[config.mk]
export PLATFORM = sky130hd
export DESIGN_NAME = mdio_reg_slave
export DESIGN_NICKNAME = d
export VERILOG_FILES = /design/src/rtl/mdio_slave_pkg.sv /design/src/rtl/mdio_reg_bank.sv /design/src/rtl/mdio_frame_fsm.sv /design/src/rtl/mdio_reg_slave.sv
export SDC_FILE = /design/constraint.sdc
export NUM_CORES = 1
export LEC_CHECK = 0
export ABC_CLOCK_PERIOD_IN_PS = 6800
export BUFFER_PORTS_ARGS = -buffer_cell sky130_fd_sc_hd__buf_2
export CORE_MARGIN = 2
export CORE_UTILIZATION = 55
export DETAILED_ROUTE_END_ITERATION = 10
export PLACE_DENSITY_LB_ADDON = 0.3
export SYNTH_ARGS = -nofsm -noshare
export SYNTH_HDL_FRONTEND = slang
export SYNTH_SLANG_ARGS = --single-unit
[constraint.sdc]
create_clock -name mdc -period 6.8 [get_ports mdc]
set_input_delay 0 -clock mdc [delete_from_list [all_inputs] [get_ports mdc]]
set_output_delay 0 -clock mdc [all_outputs]
set_load 0.02 [all_outputs]
[src/rtl/mdio_slave_pkg.sv]
package mdio_slave_pkg;

    localparam int OP_W = 2;

    localparam logic [OP_W-1:0] OP_READ  = 2'b10;
    localparam logic [OP_W-1:0] OP_WRITE = 2'b01;

    typedef enum logic [2:0] {
        ST_HUNT,
        ST_START,
        ST_HDR,
        ST_RD_TA,
        ST_RD_DATA,
        ST_WR_TA1,
        ST_WR_TA2,
        ST_WR_DATA
    } mdio_st_e;

endpackage

[src/rtl/mdio_reg_bank.sv]
module mdio_reg_bank #(
    parameter int AW    = 9,
    parameter int DW    = 16,
    parameter int DEPTH = 64
) (
    input  logic          clk,
    input  logic          rst_n,
    input  logic [AW-1:0] rd_addr_i,
    output logic [DW-1:0] rd_data_o,
    input  logic          wr_en_i,
    input  logic [AW-1:0] wr_addr_i,
    input  logic [DW-1:0] wr_data_i
);

    localparam int          IW    = $clog2(DEPTH);
    localparam logic [AW:0] LIMIT = (AW+1)'(DEPTH);

    logic [DW-1:0] mem_d [DEPTH];
    logic [DW-1:0] mem_q [DEPTH];

    logic          rd_in, wr_in;
    logic [IW-1:0] rd_idx, wr_idx;

    assign rd_in  = {1'b0, rd_addr_i} < LIMIT;
    assign wr_in  = {1'b0, wr_addr_i} < LIMIT;
    assign rd_idx = rd_addr_i[IW-1:0];
    assign wr_idx = wr_addr_i[IW-1:0];

    assign rd_data_o = rd_in ? mem_q[rd_idx] : '0;

    always_comb begin
        mem_d = mem_q;
        if (wr_en_i && wr_in) begin
            mem_d[wr_idx] = wr_data_i;
        end
    end

    always_ff @(posedge clk or negedge rst_n) begin
        if (!rst_n) begin
            for (int i = 0; i < DEPTH; i++) begin
                mem_q[i] <= '0;
            end
        end else begin
            mem_q <= mem_d;
        end
    end


    write_commit_chk: assert property (@(posedge clk) disable iff (!rst_n)
        (wr_en_i && wr_in) |=> (mem_q[$past(wr_idx)] == $past(wr_data_i)));

endmodule

[src/rtl/mdio_frame_fsm.sv]
module mdio_frame_fsm
    import mdio_slave_pkg::*;
#(
    parameter int PRE_LEN = 32,
    parameter int PHY_W   = 5,
    parameter int REG_W   = 5,
    parameter int DATA_W  = 16,
    parameter int ADDR_W  = PHY_W - 1 + REG_W
) (
    input  logic              clk,
    input  logic              rst_n,
    input  logic              mdio_i,
    output logic              mdio_o,
    output logic              mdio_oe,
    output logic [ADDR_W-1:0] rd_addr_o,
    input  logic [DATA_W-1:0] rd_data_i,
    output logic              wr_en_o,
    output logic [ADDR_W-1:0] wr_addr_o,
    output logic [DATA_W-1:0] wr_data_o
);

    localparam int HDR_W = OP_W + PHY_W + REG_W;
    localparam int MAXC  = (DATA_W > HDR_W) ? DATA_W : HDR_W;
    localparam int CW    = $clog2(MAXC + 1);
    localparam int OW    = $clog2(PRE_LEN + 1);

    typedef struct packed {
        mdio_st_e          st;
        logic [CW-1:0]     cnt;
        logic [OW-1:0]     ones;
        logic [HDR_W-1:0]  hdr;
        logic [ADDR_W-1:0] addr;
        logic [DATA_W-1:0] sh;
        logic              oe;
        logic              out;
        logic              we;
    } fsm_t;

    fsm_t s_d, s_q;

    logic [HDR_W-1:0] hdr_nx;
    logic [OP_W-1:0]  op_nx;
    logic [PHY_W-1:0] phy_nx;
    logic [REG_W-1:0] reg_nx;

    assign hdr_nx = {s_q.hdr[HDR_W-2:0], mdio_i};
    assign op_nx  = hdr_nx[HDR_W-1 -: OP_W];
    assign phy_nx = hdr_nx[REG_W +: PHY_W];
    assign reg_nx = hdr_nx[REG_W-1:0];

    always_comb begin
        s_d    = s_q;
        s_d.we = 1'b0;
        unique case (s_q.st)
            ST_HUNT: begin
                if (mdio_i) begin
                    if (s_q.ones != OW'(PRE_LEN)) s_d.ones = s_q.ones + 1'b1;
                end else if (s_q.ones >= OW'(PRE_LEN)) begin
                    s_d.st   = ST_START;
                    s_d.ones = '0;
                end else begin
                    s_d.ones = '0;
                end
            end
            ST_START: begin
                s_d.ones = '0;
                s_d.cnt  = '0;
                s_d.st   = mdio_i ? ST_HDR : ST_HUNT;
            end
            ST_HDR: begin
                s_d.hdr = hdr_nx;
                if (s_q.cnt == CW'(HDR_W - 1)) begin
                    s_d.addr = {phy_nx[PHY_W-2:0], reg_nx};
                    s_d.cnt  = '0;
                    s_d.ones = '0;
                    if (!phy_nx[PHY_W-1])        s_d.st = ST_HUNT;
                    else if (op_nx == OP_READ)   s_d.st = ST_RD_TA;
                    else if (op_nx == OP_WRITE)  s_d.st = ST_WR_TA1;
                    else                         s_d.st = ST_HUNT;
                end else begin
                    s_d.cnt = s_q.cnt + 1'b1;
                end
            end
            ST_RD_TA: begin
                s_d.oe  = 1'b1;
                s_d.out = 1'b0;
                s_d.sh  = rd_data_i;
                s_d.cnt = '0;
                s_d.st  = ST_RD_DATA;
            end
            ST_RD_DATA: begin
                if (s_q.cnt == CW'(DATA_W)) begin
                    s_d.oe   = 1'b0;
                    s_d.out  = 1'b0;
                    s_d.st   = ST_HUNT;
                    s_d.ones = OW'(mdio_i);
                end else begin
                    s_d.out = s_q.sh[DATA_W-1];
                    s_d.sh  = {s_q.sh[DATA_W-2:0], 1'b0};
                    s_d.cnt = s_q.cnt + 1'b1;
                end
            end
            ST_WR_TA1: begin
                s_d.st = mdio_i ? ST_WR_TA2 : ST_HUNT;
            end
            ST_WR_TA2: begin
                s_d.cnt  = '0;
                s_d.ones = OW'(mdio_i);
                s_d.st   = mdio_i ? ST_HUNT : ST_WR_DATA;
            end
            ST_WR_DATA: begin
                s_d.sh = {s_q.sh[DATA_W-2:0], mdio_i};
                if (s_q.cnt == CW'(DATA_W - 1)) begin
                    s_d.we   = 1'b1;
                    s_d.st   = ST_HUNT;
                    s_d.ones = '0;
                end else begin
                    s_d.cnt = s_q.cnt + 1'b1;
                end
            end
            default: s_d.st = ST_HUNT;
        endcase
    end

    always_ff @(posedge clk or negedge rst_n) begin
        if (!rst_n) begin
            s_q <= '{st: ST_HUNT, default: '0};
        end else begin
            s_q <= s_d;
        end
    end

    assign mdio_o    = s_q.out;
    assign mdio_oe   = s_q.oe;
    assign rd_addr_o = s_q.addr;
    assign wr_addr_o = s_q.addr;
    assign wr_data_o = s_q.sh;
    assign wr_en_o   = s_q.we;

    logic [CW-1:0] chk_oe_run_q;
    always_ff @(posedge clk or negedge rst_n) begin
        if (!rst_n)       chk_oe_run_q <= '0;
        else if (mdio_oe) chk_oe_run_q <= chk_oe_run_q + 1'b1;
        else              chk_oe_run_q <= '0;
    end


    ta_zero_chk: assert property (@(posedge clk) disable iff (!rst_n)
        $rose(mdio_oe) |-> !mdio_o);


    drive_window_chk: assert property (@(posedge clk) disable iff (!rst_n)
        mdio_oe |-> (chk_oe_run_q < CW'(DATA_W + 1)));


    commit_pulse_chk: assert property (@(posedge clk) disable iff (!rst_n)
        wr_en_o |=> !wr_en_o);


    no_write_while_drive_chk: assert property (@(posedge clk) disable iff (!rst_n)
        mdio_oe |-> !wr_en_o);

endmodule

[src/rtl/mdio_reg_slave.sv]
module mdio_reg_slave #(
    parameter int PRE_LEN    = 32,
    parameter int PHY_W      = 5,
    parameter int REG_W      = 5,
    parameter int DATA_W     = 16,
    parameter int BANK_DEPTH = 64
) (
    input  logic mdc,
    input  logic rst_n,
    input  logic mdio_i,
    output logic mdio_o,
    output logic mdio_oe
);

    localparam int ADDR_W = PHY_W - 1 + REG_W;

    logic [ADDR_W-1:0] rd_addr, wr_addr;
    logic [DATA_W-1:0] rd_data, wr_data;
    logic              wr_en;

    mdio_frame_fsm #(
        .PRE_LEN (PRE_LEN),
        .PHY_W   (PHY_W),
        .REG_W   (REG_W),
        .DATA_W  (DATA_W),
        .ADDR_W  (ADDR_W)
    ) u_fsm (
        .clk       (mdc),
        .rst_n     (rst_n),
        .mdio_i    (mdio_i),
        .mdio_o    (mdio_o),
        .mdio_oe   (mdio_oe),
        .rd_addr_o (rd_addr),
        .rd_data_i (rd_data),
        .wr_en_o   (wr_en),
        .wr_addr_o (wr_addr),
        .wr_data_o (wr_data)
    );

    mdio_reg_bank #(
        .AW    (ADDR_W),
        .DW    (DATA_W),
        .DEPTH (BANK_DEPTH)
    ) u_bank (
        .clk       (mdc),
        .rst_n     (rst_n),
        .rd_addr_i (rd_addr),
        .rd_data_o (rd_data),
        .wr_en_i   (wr_en),
        .wr_addr_i (wr_addr),
        .wr_data_i (wr_data)
    );

endmodule

==> out/metrics.yaml, run 1 <==
setup_path:
  cp_max_fo: 40
  critPathTopFamily: "compound AO/OA/AOI/OAI gates"
  timing.critical_path.cells: "nand2b_4, buf_4, o22ai_1, o31ai_1, o2111ai_1, nor4bb_1, o221ai_1"
  timing.critical_path.required_ns: 7.32
  critical_path.slowest_cell: "sky130_fd_sc_hd__o31ai_1"
  regToRegSetupSlack_ns: 2.38
  end_kind: "register"
  combined_buffer_and_inverter_count_along_the_critical_path: 1
  cp.arrival_ns: 4.94
  critical_path.reg2reg.startpoint: "u_fsm.rd_addr_o[0]"
  cpPeakStageDelay_ns: 0.98
  timing_worst_setup_path_type: "register to register"
  rr_endpoint: "u_fsm.wr_data_o[5]"
  number_of_cells_on_the_worst_reg_to_reg_path: 7
  cp-start-kind: "register"
  critical_path.startpoint: "u_fsm.rd_addr_o[0]"
timing:
  finalClockSkew_ns: 0.0332
  period_share: 0.651
  timing.max_slew.rel_slack: 0.169
  grt_setup_unrepaired: "false"
  timing.final.max_slew_violations: 0
  final_period_minus_worst_setup_slack_ns: 4.42
  worstMarginPinSlew_ns: 1.24
  final-hold-violation-count: 0
  fin_worst_hold_slack_ns: 0.0874
  setup_total_negative_slack_ns: 0
  fmax_mhz: 226
  timing.final.setup_violations: 0
die:
  num_rows: 110
  die_x_microns: 305
  die-area_sq_um: 93000
  core_region_sq_um: 89900
  start_util: 0.554
  die_y_microns: 305
  io-pin-count: 5
place:
  io_buffer_count: 4
  place.detailed.hpwl_microns: 76200
  dpl.cell_count: 4692
  gp_routability_congestion: 0.859
global_route:
  antenna_violations_before_repair: 3
  global_route_wire_length_before_repair_microns: 203000
  globalRoute.totalOverflow: 0
  grt_max_degree: 178
  first_global_vias: 32500
  total_track_usage: 0.284
outcome:
  outcome: "completed"
clock_tree:
  cts-root-to-sink-buffers: 3
  cts_num_sinks: 1077
  worst_skew_pair.late_latency_ns: 0.70
  root_buffer: "sky130_fd_sc_hd__clkbuf_16"
  clock_tree_from_tritoncts: "done"
  hold_buffers: 3
  clk_pin_slew_worst_paths_ns: 0.06
  cts_inserted_buffers: 110
  post_cts_sizing_count: 0
  ctsHtreeMaxLevel: 3
  cts_setup_buffers: 0
cells_and_area:
  flow.area_growth_from_synthesis_pct: 8.62
  layout.cells.non_filler: 4898
  most_common_cell_after_layout_fill_and_taps_aside: "sky130_fd_sc_hd__dfrtp_1"
  footprint_of_the_multi_input_gates_sq_um: 20900
  most-common-layout-cells: "sky130_fd_sc_hd__dfrtp_1, sky130_fd_sc_hd__mux2_2, sky130_fd_sc_hd__mux2i_1"
  antenna-diode-count: 0
  layout-drive-gt1-share: 0.369
  postLayoutCoreUtil: 0.602
  nFillCells: 7007
  ff_latch_area_sq_um: 27000
  nNetsFinal: 3641
worst_hold_path:
  min-delay-path-class: "primary input to asynchronous set/reset pin"
flow_run:
  max-cap-violations: 0
route:
  post-route-drc-count: 0
  detail-route-antenna-nets: 0
  vias_per_cell: 6.59
  wirelength_microns: 132000
  detailedRoute.firstPassIterationCount: 5
  routed-via-count: 32300
  drt-wirelength-per-cell_microns: 26.9
  drt-initial-drc-count: 2941
synthesis:
  synth_top_cell_area_share: 0.541
  synth_cell_types: 59
  postSynthCellCount: 3812
  synthTopCellsByArea: "sky130_fd_sc_hd__dfrtp_1, sky130_fd_sc_hd__mux2_2, sky130_fd_sc_hd__mux2i_1, sky130_fd_sc_hd__a221oi_1, sky130_fd_sc_hd__o32ai_1"
  postSynthRegisterBits: 1077
  synth_top_flop_cell: "sky130_fd_sc_hd__dfrtp_1"
  syn-num-nets: 3822
  number_of_enable_type_register_cells_in_the_synthesized_netlist: 0
  yosys_warnings: 0
  synth_async_sr_flop_share: 1.00
  netlist_area_sq_um: 49800
  synthesized_area_per_cell_sq_um: 13.1
  synth-seq-area-share: 0.541
  synth_top_cell_by_area: "sky130_fd_sc_hd__dfrtp_1"
power_and_ir_drop:
  peakVddDrop_mv: 0.213
  powerDensity_nw_per_um2: 239
  p_leak_nw: 25.0
metrics by stage:
step	total power (W)	setup slack [ns]	instance area, sq um
2_1_floorplan	0.00669	4.50	49800
3_3_place_gp	0.00692	2.52	50400
3_5_place_dp	0.00693	2.51	50400
4_1_cts	0.0130	2.49	54100
5_1_grt	0.0133	2.25	54100
6_report	0.0129	2.38	54100
worst register-to-register path, cell delays in order (launching register included):
cell	delay, ns
sky130_fd_sc_hd__dfrtp_1	0.94
sky130_fd_sc_hd__nand2b_4	0.76
sky130_fd_sc_hd__buf_4	0.55
sky130_fd_sc_hd__o22ai_1	0.19
sky130_fd_sc_hd__o31ai_1	0.98
sky130_fd_sc_hd__o2111ai_1	0.33
sky130_fd_sc_hd__nor4bb_1	0.37
sky130_fd_sc_hd__o221ai_1	0.15
Yosys cell counts (57+ instances only):
cell	number
sky130_fd_sc_hd__dfrtp_1	1077
sky130_fd_sc_hd__mux2_2	1042
sky130_fd_sc_hd__mux2i_1	258
sky130_fd_sc_hd__clkbuf_1	183
sky130_fd_sc_hd__nand2_1	171
sky130_fd_sc_hd__buf_2	135
sky130_fd_sc_hd__o22ai_1	124
sky130_fd_sc_hd__inv_1	103
sky130_fd_sc_hd__a221oi_1	101
sky130_fd_sc_hd__o32ai_1	91
sky130_fd_sc_hd__a221o_1	61
sky130_fd_sc_hd__nor2_1	60
sky130_fd_sc_hd__o21ai_0	57
cell type report:
cell class,count,share of cell area
flip-flops and latches,1077,0.499
multi-input cells,2266,0.387
inverters,103,0.00717
clock inverters,31,0.00703
clock buffers,172,0.0604
well taps,1176,0.0272
repair buffers,73,0.0124
worst max path at each step:
stage,to,slack [ns],cells past startpoint
2_1_floorplan,u_fsm.s_q[45],4.50,9
3_3_place_gp,u_fsm.wr_data_o[3],2.52,7
3_5_place_dp,u_fsm.wr_data_o[3],2.51,7
4_1_cts,u_fsm.wr_data_o[3],2.49,7
6_report,u_fsm.wr_data_o[5],2.38,7
5_1_grt,u_fsm.wr_data_o[3],2.25,7
cell families after synthesis:
family,share of synthesized area
AO/OA/AOI/OAI,0.0918
adder cells (fa/ha/maj),0.00176
buffers and inverters,0.0399
multiplexers,0.288
AND/OR/NAND/NOR,0.0371
flip-flops,0.541
flip-flops by register name (all words and copies together), names as in the netlist:
name and cells:
u_bank.mem_q 1024, u_fsm.hdr_nx 11, u_fsm.mdio_o 1, u_fsm.mdio_oe 1, u_fsm.rd_addr_o 9, u_fsm.s_q 14
u_fsm.wr_data_o 16, u_fsm.wr_en_o 1
routing by layer:
metal  share of wire  up-vias  global-route usage
met5               0        -                   0
li1                -    13700                   -
met3           0.069      324              0.0552
met4           0.044        0               0.115
met1            0.43    17100               0.399
met2            0.45     1159               0.435
power breakdown:
| group | leakage, nW | switching [W] | internal, W |
|---|---|---|---|
| combinational | 8.27 | 0.000293 | 0.0000533 |
| sequential | 15.0 | 0.0000447 | 0.00642 |
| clock | 1.80 | 0.00251 | 0.00359 |
No activity file was read; power rests on OpenSTA's default activity.
==> inputs of run 2 (changes only) <==
ABC_CLOCK_PERIOD_IN_PS = 4200   (was 6800)
clock period = 4.2 ns   (was 6.8 ns; I/O delays follow)
==> run 2 against run 1 <==
  * Clock skew decreased by 0.011 ns
  * Cell area increased by 1.5%
  * Flip-flop and latch count unchanged
  * Utilization increased by 0.92 points
  * Sequential power increased by 62%
  * First-iteration DRC count decreased by 0.61%
  * Combinational power increased by 59%
  * Via count increased by 0.24%
==> out/metrics.yaml, run 2 (synthesis results as in run 1) <==
timing:
  worstMarginPinSlew_ns: 1.27
  final-hold-violation-count: 0
  fmax_mhz: 274
  timing.final.max_slew_violations: 0
  finalClockSkew_ns: 0.0225
  setup_slack_ns: 0.553
  grt_setup_unrepaired: "false"
  timing.max_slew.rel_slack: 0.156
  timing.final.setup_violations: 0
  setup_total_negative_slack_ns: 0
  period_share: 0.868
  final_period_minus_worst_setup_slack_ns: 3.65
cells_and_area:
  most_common_cell_after_layout_fill_and_taps_aside: "sky130_fd_sc_hd__dfrtp_1"
  layout-drive-gt1-share: 0.384
  regMostFlops: "u_bank.mem_q"
  layout.cell_area.non_filler_sq_um: 54900
  flow.area_growth_from_synthesis_pct: 10.3
  most-common-layout-cells: "sky130_fd_sc_hd__dfrtp_1, sky130_fd_sc_hd__mux2_2, sky130_fd_sc_hd__mux2i_1"
  largest_reg_flops: 1024
  nFillCells: 6931
  nNetsFinal: 3715
power_and_ir_drop:
  p_leak_nw: 25.5
  seq_power_share: 0.494
  share_comb_of_total_power: 0.026
  switching_share: 0.223
  peakVddDrop_mv: 0.386
  clock_power_share: 0.480
  p_int_w: 0.0165
  powerDensity_nw_per_um2: 386
  switching_power_w: 0.00473
global_route:
  total_track_usage: 0.291
  grt_max_degree: 176
  global_route_wire_length_before_repair_microns: 207000
  first_global_vias: 32400
  antenna_violations_before_repair: 6
  globalRoute.totalOverflow: 0
die:
  core_region_sq_um: 89900
  die-area_sq_um: 93000
  start_util: 0.554
  io-pin-count: 5
  die_x_microns: 305
  num_rows: 110
  die_y_microns: 305
setup_path:
  end_kind: "register"
  critPathTopFamily: "compound AO/OA/AOI/OAI gates"
  critical_path.slowest_cell: "sky130_fd_sc_hd__or2_2"
  timing.critical_path.required_ns: 4.75
  timing_worst_setup_path_type: "register to register"
  critical_path.startpoint: "u_fsm.rd_addr_o[0]"
  timing.critical_path.cells: "buf_4, or2_2, o22ai_1, o31ai_1, o2111ai_1, nor4bb_1, o221ai_1"
  cp_max_fo: 25
  cp.arrival_ns: 4.20
  cp-start-kind: "register"
  critical_path.reg2reg.startpoint: "u_fsm.rd_addr_o[0]"
  cpPeakStageDelay_ns: 0.73
  combined_buffer_and_inverter_count_along_the_critical_path: 1
clock_tree:
  ctsHtreeMaxLevel: 3
  cts_inserted_buffers: 111
  cts_num_sinks: 1077
  clk_pin_slew_worst_paths_ns: 0.06
  worst_skew_pair.late_latency_ns: 0.71
  clock_tree_from_tritoncts: "done"
  post_cts_sizing_count: 0
  root_buffer: "sky130_fd_sc_hd__clkbuf_16"
  cts-root-to-sink-buffers: 3
outcome:
  outcome: "completed"
place:
  place.detailed.hpwl_microns: 80300
  gp_routability_congestion: 0.891
  io_buffer_count: 4
  pre_cts_slack_ns: 0.662
  post_dp_cell_area_sq_um: 51100
route:
  drt-initial-drc-count: 2923
  post-route-drc-count: 0
  vias_per_cell: 6.51
  wirelength_microns: 135000
  detailedRoute.firstPassIterationCount: 5
  detail-route-antenna-nets: 0
  routed-via-count: 32400
  drt-wirelength-per-cell_microns: 27.1
flow_run:
  max-cap-violations: 0
worst_hold_path:
  min-delay-path-class: "primary input to asynchronous set/reset pin"
[run 2: final timing paths]
check                                     endpoint  slack, ns  cells after the start
worst max-delay path            u_fsm.wr_data_o[9]       0.55                      7
worst min-delay path             u_bank.mem_q[680]       0.04                      3
worst max register to register  u_fsm.wr_data_o[9]       0.55                      7
worst min register to register   u_bank.mem_q[108]       0.50                      1
max in group asynchronous       u_fsm.rd_addr_o[1]       3.21                      3
min in group mdc                     u_fsm.s_q[40]       0.29                      4
[run 2: power by group through the flow]
stage | Sequential [W] | Combinational [W] | Clock [W]
after floorplan | 0.0106 | 0.000223 | 0
after global placement | 0.0107 | 0.000545 | 0
after detailed placement | 0.0107 | 0.000551 | 0
after CTS | 0.0105 | 0.000559 | 0.0103
after global routing | 0.0105 | 0.000607 | 0.0108
final | 0.0105 | 0.000551 | 0.0102
[run 2: routing by layer]
metal	vias up	GRT usage	wire, microns
met5	-	0	97
met4	10	0.127	6260
met3	325	0.0647	10100
met2	1141	0.438	60400
met1	17000	0.408	57900
li1	13900	-	-
[run 2: area by class of cell]
| class | count | area [sq um] | share of cell area |
|---|---|---|---|
| diodes | 2 | 5.00 | 0.0000911 |
| flip-flops and latches | 1077 | 27000 | 0.491 |
| clock inverters | 48 | 607 | 0.0110 |
| repair buffers | 146 | 1380 | 0.0252 |
| clock buffers | 155 | 3160 | 0.0576 |
| multi-input cells | 2266 | 20900 | 0.381 |
| inverters | 103 | 388 | 0.00706 |
| well taps | 1176 | 1470 | 0.0268 |
[run 2: worst reg2reg max path: cells and delay by family (launching register included)]
| family | cells | cell delay [ns] |
|---|---|---|
| compound gates | 4 | 1.56 |
| simple gates | 2 | 1.11 |
| buf+inv | 1 | 0.27 |
| flops | 1 | 0.55 |
[run 2: what timing repair did]
item / 4_1_cts / 5_1_grt
hold buffers: 3 / 0
hold endpoints to repair: 711 / 0
buffers inserted: 0 / 0
[run 2: through the flow]
step | hold slack, ns | power, W | util | cells
after CTS | 0.0441 | 0.0213 | 0.611 | 4971
after global routing | 0.0457 | 0.0218 | 0.611 | 4971
after detailed placement | 0.00589 | 0.0112 | 0.569 | 4765
after global placement | 0.00252 | 0.0112 | 0.569 | 4765
final | 0.0396 | 0.0212 | 0.611 | 4973
after floorplan | -0.296 | 0.0108 | - | 3812
